==> config.mk <==
export PLATFORM = sky130hd
export DESIGN_NAME = frame_release_tx
export DESIGN_NICKNAME = d
export VERILOG_FILES = /design/src/rtl/frt_pkg.sv /design/src/rtl/frt_ctrl.sv /design/src/rtl/frt_bitcount.sv /design/src/rtl/frt_chain.sv /design/src/rtl/frame_release_tx.sv
export SDC_FILE = /design/constraint.sdc
export NUM_CORES = 1
export LEC_CHECK = 0
export BUFFER_PORTS_ARGS = -buffer_cell sky130_fd_sc_hd__buf_2
export CORE_UTILIZATION = 45
export DETAILED_ROUTE_END_ITERATION = 12
export MAX_ROUTING_LAYER = met4
export PLACE_DENSITY_LB_ADDON = 0.08
export SLEW_MARGIN = 20
export SYNTH_ARGS = -nofsm -noshare
export SYNTH_HDL_FRONTEND = slang
export SYNTH_SLANG_ARGS = --single-unit
==> constraint.sdc <==
create_clock -name clk -period 1.2 [get_ports clk]
set_input_delay 0.12 -clock clk [delete_from_list [all_inputs] [get_ports clk]]
set_output_delay 0.12 -clock clk [all_outputs]
set_load 0.05 [all_outputs]
==> src/rtl/frt_pkg.sv <==
package frt_pkg;

  typedef enum logic [1:0] {
    ST_EMPTY  = 2'd0,
    ST_ARMED  = 2'd1,
    ST_STREAM = 2'd2
  } frt_state_e;

  // number of line bits in one frame: preamble, start bit, data
  function automatic int frame_len(input int pre_w, input int data_w);
    return pre_w + 1 + data_w;
  endfunction

  // width of an index that can address every frame bit
  function automatic int index_width(input int pre_w, input int data_w);
    int n;
    n = frame_len(pre_w, data_w);
    return (n > 2) ? $clog2(n) : 1;
  endfunction

endpackage

==> src/rtl/frt_ctrl.sv <==
module frt_ctrl
  import frt_pkg::*;
(
  input  logic       clk,
  input  logic       rst_n,
  input  logic       load_stb,
  input  logic       go_stb,
  input  logic       pace_en,
  input  logic       at_last_bit,
  output frt_state_e state,
  output logic       load_take,
  output logic       go_take,
  output logic       bit_tick,
  output logic       frame_done
);

  frt_state_e state_nx;

  // event wires, named so the assertions below can refer to them
  always_comb begin
    load_take  = load_stb && ((state == ST_EMPTY) ||
                              ((state == ST_ARMED) && !go_stb));
    go_take    = go_stb && (state == ST_ARMED);
    bit_tick   = pace_en && (state == ST_STREAM);
    frame_done = bit_tick && at_last_bit;
  end

  always_comb begin
    state_nx = state;
    unique case (state)
      ST_EMPTY:  if (load_take)  state_nx = ST_ARMED;
      ST_ARMED:  if (go_take)    state_nx = ST_STREAM;
      ST_STREAM: if (frame_done) state_nx = ST_EMPTY;
      default:                   state_nx = ST_EMPTY;
    endcase
  end

  always_ff @(posedge clk) begin
    if (!rst_n) state <= ST_EMPTY;
    else        state <= state_nx;
  end

  AST_EMPTY_NO_STREAM: assert property (@(posedge clk) disable iff (!rst_n)
    (state == ST_EMPTY) |=> (state != ST_STREAM));
  AST_STREAM_HOLDS: assert property (@(posedge clk) disable iff (!rst_n)
    ((state == ST_STREAM) && !frame_done) |=> (state == ST_STREAM));
  AST_DONE_EMPTIES: assert property (@(posedge clk) disable iff (!rst_n)
    frame_done |=> (state == ST_EMPTY));
  AST_GO_BEATS_LOAD: assert property (@(posedge clk) disable iff (!rst_n)
    ((state == ST_ARMED) && go_stb && load_stb) |=> (state == ST_STREAM));
  AST_ARMED_WAITS: assert property (@(posedge clk) disable iff (!rst_n)
    ((state == ST_ARMED) && !go_stb) |=> (state == ST_ARMED));

endmodule

==> src/rtl/frt_bitcount.sv <==
module frt_bitcount #(
  parameter int FRAME_W = 17,
  parameter int IDX_W   = 5
) (
  input  logic             clk,
  input  logic             rst_n,
  input  logic             restart,
  input  logic             advance,
  output logic [IDX_W-1:0] bit_idx,
  output logic             at_last_bit
);

  localparam logic [IDX_W-1:0] LAST_IDX = IDX_W'(FRAME_W - 1);

  assign at_last_bit = (bit_idx == LAST_IDX);

  always_ff @(posedge clk) begin
    if (!rst_n)                       bit_idx <= '0;
    else if (restart)                 bit_idx <= '0;
    else if (advance && at_last_bit)  bit_idx <= '0;
    else if (advance)                 bit_idx <= bit_idx + 1'b1;
  end

  AST_IDX_RANGE: assert property (@(posedge clk) disable iff (!rst_n)
    bit_idx <= LAST_IDX);
  AST_ONE_STEP: assert property (@(posedge clk) disable iff (!rst_n)
    (advance && !restart && !at_last_bit) |=> (bit_idx == $past(bit_idx) + 1'b1));

endmodule

==> src/rtl/frt_chain.sv <==
module frt_chain #(
  parameter int PRE_W   = 8,
  parameter int DATA_W  = 8,
  parameter int FRAME_W = 17
) (
  input  logic              clk,
  input  logic              rst_n,
  input  logic [DATA_W-1:0] word,
  input  logic              load_en,
  input  logic              shift_en,
  input  logic              holding,
  output logic              head_bit
);

  logic [FRAME_W-1:0] chain;

  // bit 0 goes out first: preamble ones, a zero start bit, then the data from its LSB
  function automatic logic [FRAME_W-1:0] build_frame(input logic [DATA_W-1:0] w);
    logic [FRAME_W-1:0] f;
    for (int i = 0; i < FRAME_W; i++) begin
      if (i < PRE_W)       f[i] = 1'b1;
      else if (i == PRE_W) f[i] = 1'b0;
      else                 f[i] = w[i-PRE_W-1];
    end
    return f;
  endfunction

  always_ff @(posedge clk) begin
    if (!rst_n)        chain <= '1;
    else if (load_en)  chain <= build_frame(word);
    else if (shift_en) chain <= {1'b1, chain[FRAME_W-1:1]};
  end

  assign head_bit = chain[0];

  AST_HOLD_STABLE: assert property (@(posedge clk) disable iff (!rst_n)
    (holding && !load_en) |=> $stable(chain));
  AST_NO_LOAD_AND_SHIFT: assert property (@(posedge clk) disable iff (!rst_n)
    !(load_en && shift_en));

endmodule

==> src/rtl/frame_release_tx.sv <==
module frame_release_tx #(
  parameter int PREAMBLE_W = 8,
  parameter int DATA_W     = 8
) (
  input  logic              clk,
  input  logic              rst_n,
  input  logic [DATA_W-1:0] tx_word,
  input  logic              load_stb,
  input  logic              go_stb,
  input  logic              pace_en,
  output logic              tx_line,
  output logic              tx_busy
);
  import frt_pkg::*;

  localparam int FRAME_W = frame_len(PREAMBLE_W, DATA_W);
  localparam int IDX_W   = index_width(PREAMBLE_W, DATA_W);

  frt_state_e       state;
  logic             load_take;
  logic             go_take;
  logic             bit_tick;
  logic             frame_done;
  logic             at_last_bit;
  logic [IDX_W-1:0] bit_idx;
  logic             head_bit;

  frt_ctrl u_ctrl (
    .clk         (clk),
    .rst_n       (rst_n),
    .load_stb    (load_stb),
    .go_stb      (go_stb),
    .pace_en     (pace_en),
    .at_last_bit (at_last_bit),
    .state       (state),
    .load_take   (load_take),
    .go_take     (go_take),
    .bit_tick    (bit_tick),
    .frame_done  (frame_done)
  );

  frt_bitcount #(.FRAME_W(FRAME_W), .IDX_W(IDX_W)) u_count (
    .clk         (clk),
    .rst_n       (rst_n),
    .restart     (go_take),
    .advance     (bit_tick),
    .bit_idx     (bit_idx),
    .at_last_bit (at_last_bit)
  );

  frt_chain #(.PRE_W(PREAMBLE_W), .DATA_W(DATA_W), .FRAME_W(FRAME_W)) u_chain (
    .clk      (clk),
    .rst_n    (rst_n),
    .word     (tx_word),
    .load_en  (load_take),
    .shift_en (bit_tick),
    .holding  (state == ST_ARMED),
    .head_bit (head_bit)
  );

  assign tx_busy = (state == ST_STREAM);
  assign tx_line = tx_busy ? head_bit : 1'b1;

  AST_PREAMBLE_HIGH: assert property (@(posedge clk) disable iff (!rst_n)
    (tx_busy && (int'(bit_idx) < PREAMBLE_W)) |-> tx_line);
  AST_START_LOW: assert property (@(posedge clk) disable iff (!rst_n)
    (tx_busy && (int'(bit_idx) == PREAMBLE_W)) |-> !tx_line);
  AST_BUSY_ENDS_ON_TICK: assert property (@(posedge clk) disable iff (!rst_n)
    $fell(tx_busy) |-> $past(frame_done));
  AST_BUSY_AFTER_GO: assert property (@(posedge clk) disable iff (!rst_n)
    go_take |=> (tx_busy && tx_line && (bit_idx == '0)));

endmodule

* Word-level counts from Yosys, hierarchy flattened *
Index checks and enable logic that the tools add are counted.

storage, ports and cells
  logic and storage cells = 31
  register bits after elaboration = 24
  output and inout bits = 2
  input bits = 13

cells by class
  add/sub/neg operators = 1
  bitwise logic cells = 1
  multiplexer cells = 7
  equal/unequal tests = 6
  reduce and logical (&&, ||, !) cells = 12

operator list
  cell                 count
  $mux 17              2
  $mux 2               3
  $pmux 2 s3           1
  $add 5x1->5 const B  1
  $eq 5x5->1 const B   1
  $logic_and 1x1->1    5
  $ne 2x2->1 const B   2
  $reduce_and 3->1     1
  $reduce_or 3->1      1
  $eq 2x1->1 const B   1
  $eq 2x2->1 const B   1
  $logic_not 2->1      1
  $ne 2x1->1 const B   1
  $reduce_bool 2->1    1
  $reduce_or 2->1      1
  $logic_not 1->1      1
  $logic_or 1x1->1     1
  $mux 1               1
  $not 1->1            1

* Depth between registers and ports, before layout *
  depth in word-level cells = 6
  mapped depth = 5
  mapped depth without buffers = 5

* By module *
A second synthesis with hierarchy kept.

second synthesis, totals
  cell total of the unflattened synthesis = 112
  area, all modules = 1,136.1 µm²

by module, submodules not included
  module            seq. area each (µm²)  area an instance (µm²)  times used  cells an instance
  frt_chain         340.3                 706.9                   1           64
  frt_bitcount      100.1                 277.8                   1           30
  frt_ctrl          40.0                  125.1                   1           15
  frame_release_tx  0.0                   26.3                    1           3

* Worst setup path before layout *
OpenSTA, ideal clock, no wires.

  path type = register -> output
  start point = register u_ctrl.state[0]
  end point = output tx_line
  data required time = 1,080 ps
  arrival time = 1,250 ps
  stages on the path, launching flop included = 3
  setup slack = -170 ps
  path buffers = 0
  cells stage by stage = dfxtp_1 and2b_1 nand2b_1

on the way
  cells in the longest elaborated chain, start to end = 2

ends and longest elaborated chain
  item                      line                    RTL
  start: declaration        frt_ctrl.sv:10          output frt_state_e state,
  start signal: assignment  frt_ctrl.sv:40          else state <= state_nx;
  $eq 2x2->1                frame_release_tx.sv:61  assign tx_busy = (state == ST_STREAM);
  via tx_busy               frame_release_tx.sv:12  output logic tx_busy
  $mux 1                    frame_release_tx.sv:62  assign tx_line = tx_busy ? head_bit : 1'b1;
  end: declaration          frame_release_tx.sv:11  output logic tx_line,

The timed path passes the listed nets, and every way through them passes these cells.

* Final worst setup path *
  start point = register u_ctrl.state[1]
  end point = output tx_line

on the way
  cells in the longest elaborated chain, start to end = 2

ends and longest elaborated chain
  item        line
  $eq 2x2->1  frame_release_tx.sv:61
  $mux 1      frame_release_tx.sv:62

No other way between the ends.

==> metrics <==
Clock Latency Late Sink=310 ps; placed inst area=1190 um2; cells along the critical path=buf_6 > and2b_2 > nand2b_4 > buf_8; H-tree lvl count=1; power per cell area=1210 nW/um2; Std-Cell Rows=17; outcome=complete, but fails checks; Seq/Total Area, Yosys=46.4%; GR Layer Usage met1=23.2%; die height=50.0 um; DRT Pass-1 Iters=4; Reg clk slew, reported paths=130 ps; RSZ-0062 raised after global routing=true; largest net degree at the start of global routing=15; nets=165; boundary pin count=15; Sequential Power Share=51.2%; Hold/Removal Path Class=in -> reg; cell depth of the worst hold path=2; Clock Tree Root=clkbuf_4; Switching Fraction=23.3%; Internal=1.30 mW; first-pass GRT wire length=3890 um; Slew HR=76.3%; number of synthesized register bits=24; CP Buf/Inv Count=2; pre-CTS WS=-65.8 ps; Setup WS post-layout=-117 ps; Setup Viol. Count Final=19; vias in the first global route=947; stages on the worst setup path=4; critical path type=reg -> out; r2r endpoint=u_chain.chain[11]; Comb power frac=14.2%; Finished Cell Area=1410 um2; max-cap violations=0; CTS Sinks=24; CP Max Fanout=3; DR vias=923; critical path endpoint category=primary output; clock skew=2.39 ps; M3 GR Usage=2.78%; failing checks=negative setup slack; Die Wd=50.0 um; gpl congestion=0.834; GRT Total Usage=20.9%; cell area after synthesis=1040 um2; CTS Buf Count=3; met2 track demand over resource=36.9%; Worst-Margin Slew=353 ps; DRC Markers=0; antenna violation net count after detailed routing=0; Syn-to-layout area delta=35.9%; Final min period=1320 ps; Hold Crit Start=tx_word[6]; Switching Power=396 uW; fin. max-slew vios=0; Finished Core Util=64.2%; Worst R2R Path Depth=5; GRT Max-Usage Layer=met2; initial antenna violation count=0; clock share of power=34.6%; Arr. time, crit path=1200 ps; Hold Vio Cnt, Final=0; total wire length=2250 um; I/O Buffers=14; Longest Clk Path Bufs=2; Critical Path Source Type=flop; total die area=2500 um2; DR vias/cell=5.21; grt total ovfl=0; CTS tree=built; Mapped Cells=118; Ys Warns=0; slowest cell delay on critical path=360 ps; Lkg Pwr=0.652 nW; dpl hpwl=1490 um; layout cells sized above 1=37.6%; slowest stage cell, crit path=dfxtp_2; placeable core area=2190 um2; syn avg cell area=8.78 um2; hold endpoint=u_chain.chain[15]; delay-heaviest family, CP=flip-flops; VDD IR max=1.01 mV; ANT cells=0; DRT iter0 DRCs=19; final period utilization=110%; Netlist cell types=30; WP data required=1080 ps; fmax=759 MHz; wire length per cell=12.7 um; FF-to-FF Start=u_ctrl.state[1]; initial core utilization=47.3%; slack of the worst reg-to-reg path=-70 ps; Syn Nets=133
what timing repair did:
action,CTS,global route
hold buffers,0,1
pin swaps,6,3
setup buffers,4,2
gates resized for setup,17,12
endpoints found under the setup margin,15,25
cloned,1,0
endpoints found under the hold margin,0,1
cells by family after synthesis:
family | count (synthesis) | share of synthesized area [%]
flops | 24 | 46.4
simple gates | 45 | 21.4
buf+inv | 16 | 7.25
fa+ha+maj | 2 | 2.42
compound gates | 31 | 22.6
power groups by stage:
stage	registers [mW]	clock network, mW	logic (mW)
after floorplan	0.880	0	0.134
after global placement	0.883	0	0.196
after detailed placement	0.885	0	0.199
after CTS	0.868	0.599	0.219
after global routing	0.876	0.622	0.267
final	0.870	0.586	0.241
metrics by stage:
stage	hold slack [ps]	cells	setup TNS, ps	power, mW
2_1_floorplan	258	118	0	1.01
4_1_cts	5.51	174	-959	1.69
3_3_place_gp	345	165	-18.3	1.08
5_1_grt	5.31	177	-1890	1.76
3_5_place_dp	351	165	-501	1.08
6_report	19.8	177	-723	1.70
metal layers:
| metal | vias up | share of wire, % |
|---|---|---|
| met5 | - | 0 |
| met2 | 14 | 48 |
| met4 | 0 | 0.58 |
| li1 | 476 | - |
| met1 | 431 | 49 |
| met3 | 2 | 2.4 |
state kept, by name (all words and copies together) (netlist names):
signal           cells
u_chain.chain       17
u_ctrl.state         2
u_count.bit_idx      5
cells in the mapped netlist, drive strengths merged:
cell	instances	area, um2
dfxtp	24	480
nand2	23	86.3
nand3	12	60.1
inv	10	37.5
o21ai	10	50.1
a221o	7	70.1
a21oi	5	40.0
buf	5	33.8
a311oi	2	17.5
and3b	2	17.5
ha	2	25.0
nand2b	2	12.5
a211oi	1	7.51
a21boi	1	7.51
a31oi	1	6.26
a41oi	1	8.76
and2	1	8.76
and2b	1	7.51
clkbuf	1	3.75
nand3b	1	7.51
nand4bb	1	11.3
nor2	1	3.75
o211a	1	10.0
o211ai	1	7.51
o32ai	1	8.76
or3	1	6.26
cell usage in the layout (no fill, tap or decap), types with 4 or more instances in the layout:
master   instances
nand2_1         22
dfxtp_1         19
buf_4           14
buf_2           12
nand3_1         11
inv_1           10
o21ai_0          7
a221o_1          7
buf_6            5
dfxtp_2          4
final cells by class:
class	instances	area, um2
Inverter	10	37.5
Multi-Input combinational cell	78	547
Fill cell	192	783
Clock inverter	1	30.0
Sequential cell	24	489
Tap cell	28	35.0
Clock buffer	3	22.5
Timing Repair Buffer	33	246
how the worst max path moves through the flow:
stage                    start          endpoint  slack, ps
2_1_floorplan  u_ctrl.state[1]  u_chain.chain[9]          8
3_3_place_gp   u_ctrl.state[0]  u_chain.chain[5]         -8
3_5_place_dp   u_ctrl.state[0]  u_chain.chain[0]        -70
4_1_cts        u_ctrl.state[1]           tx_line       -120
5_1_grt        u_ctrl.state[1]           tx_line       -160
6_report       u_ctrl.state[1]           tx_line       -120
(Power assumes the default switching activity.)
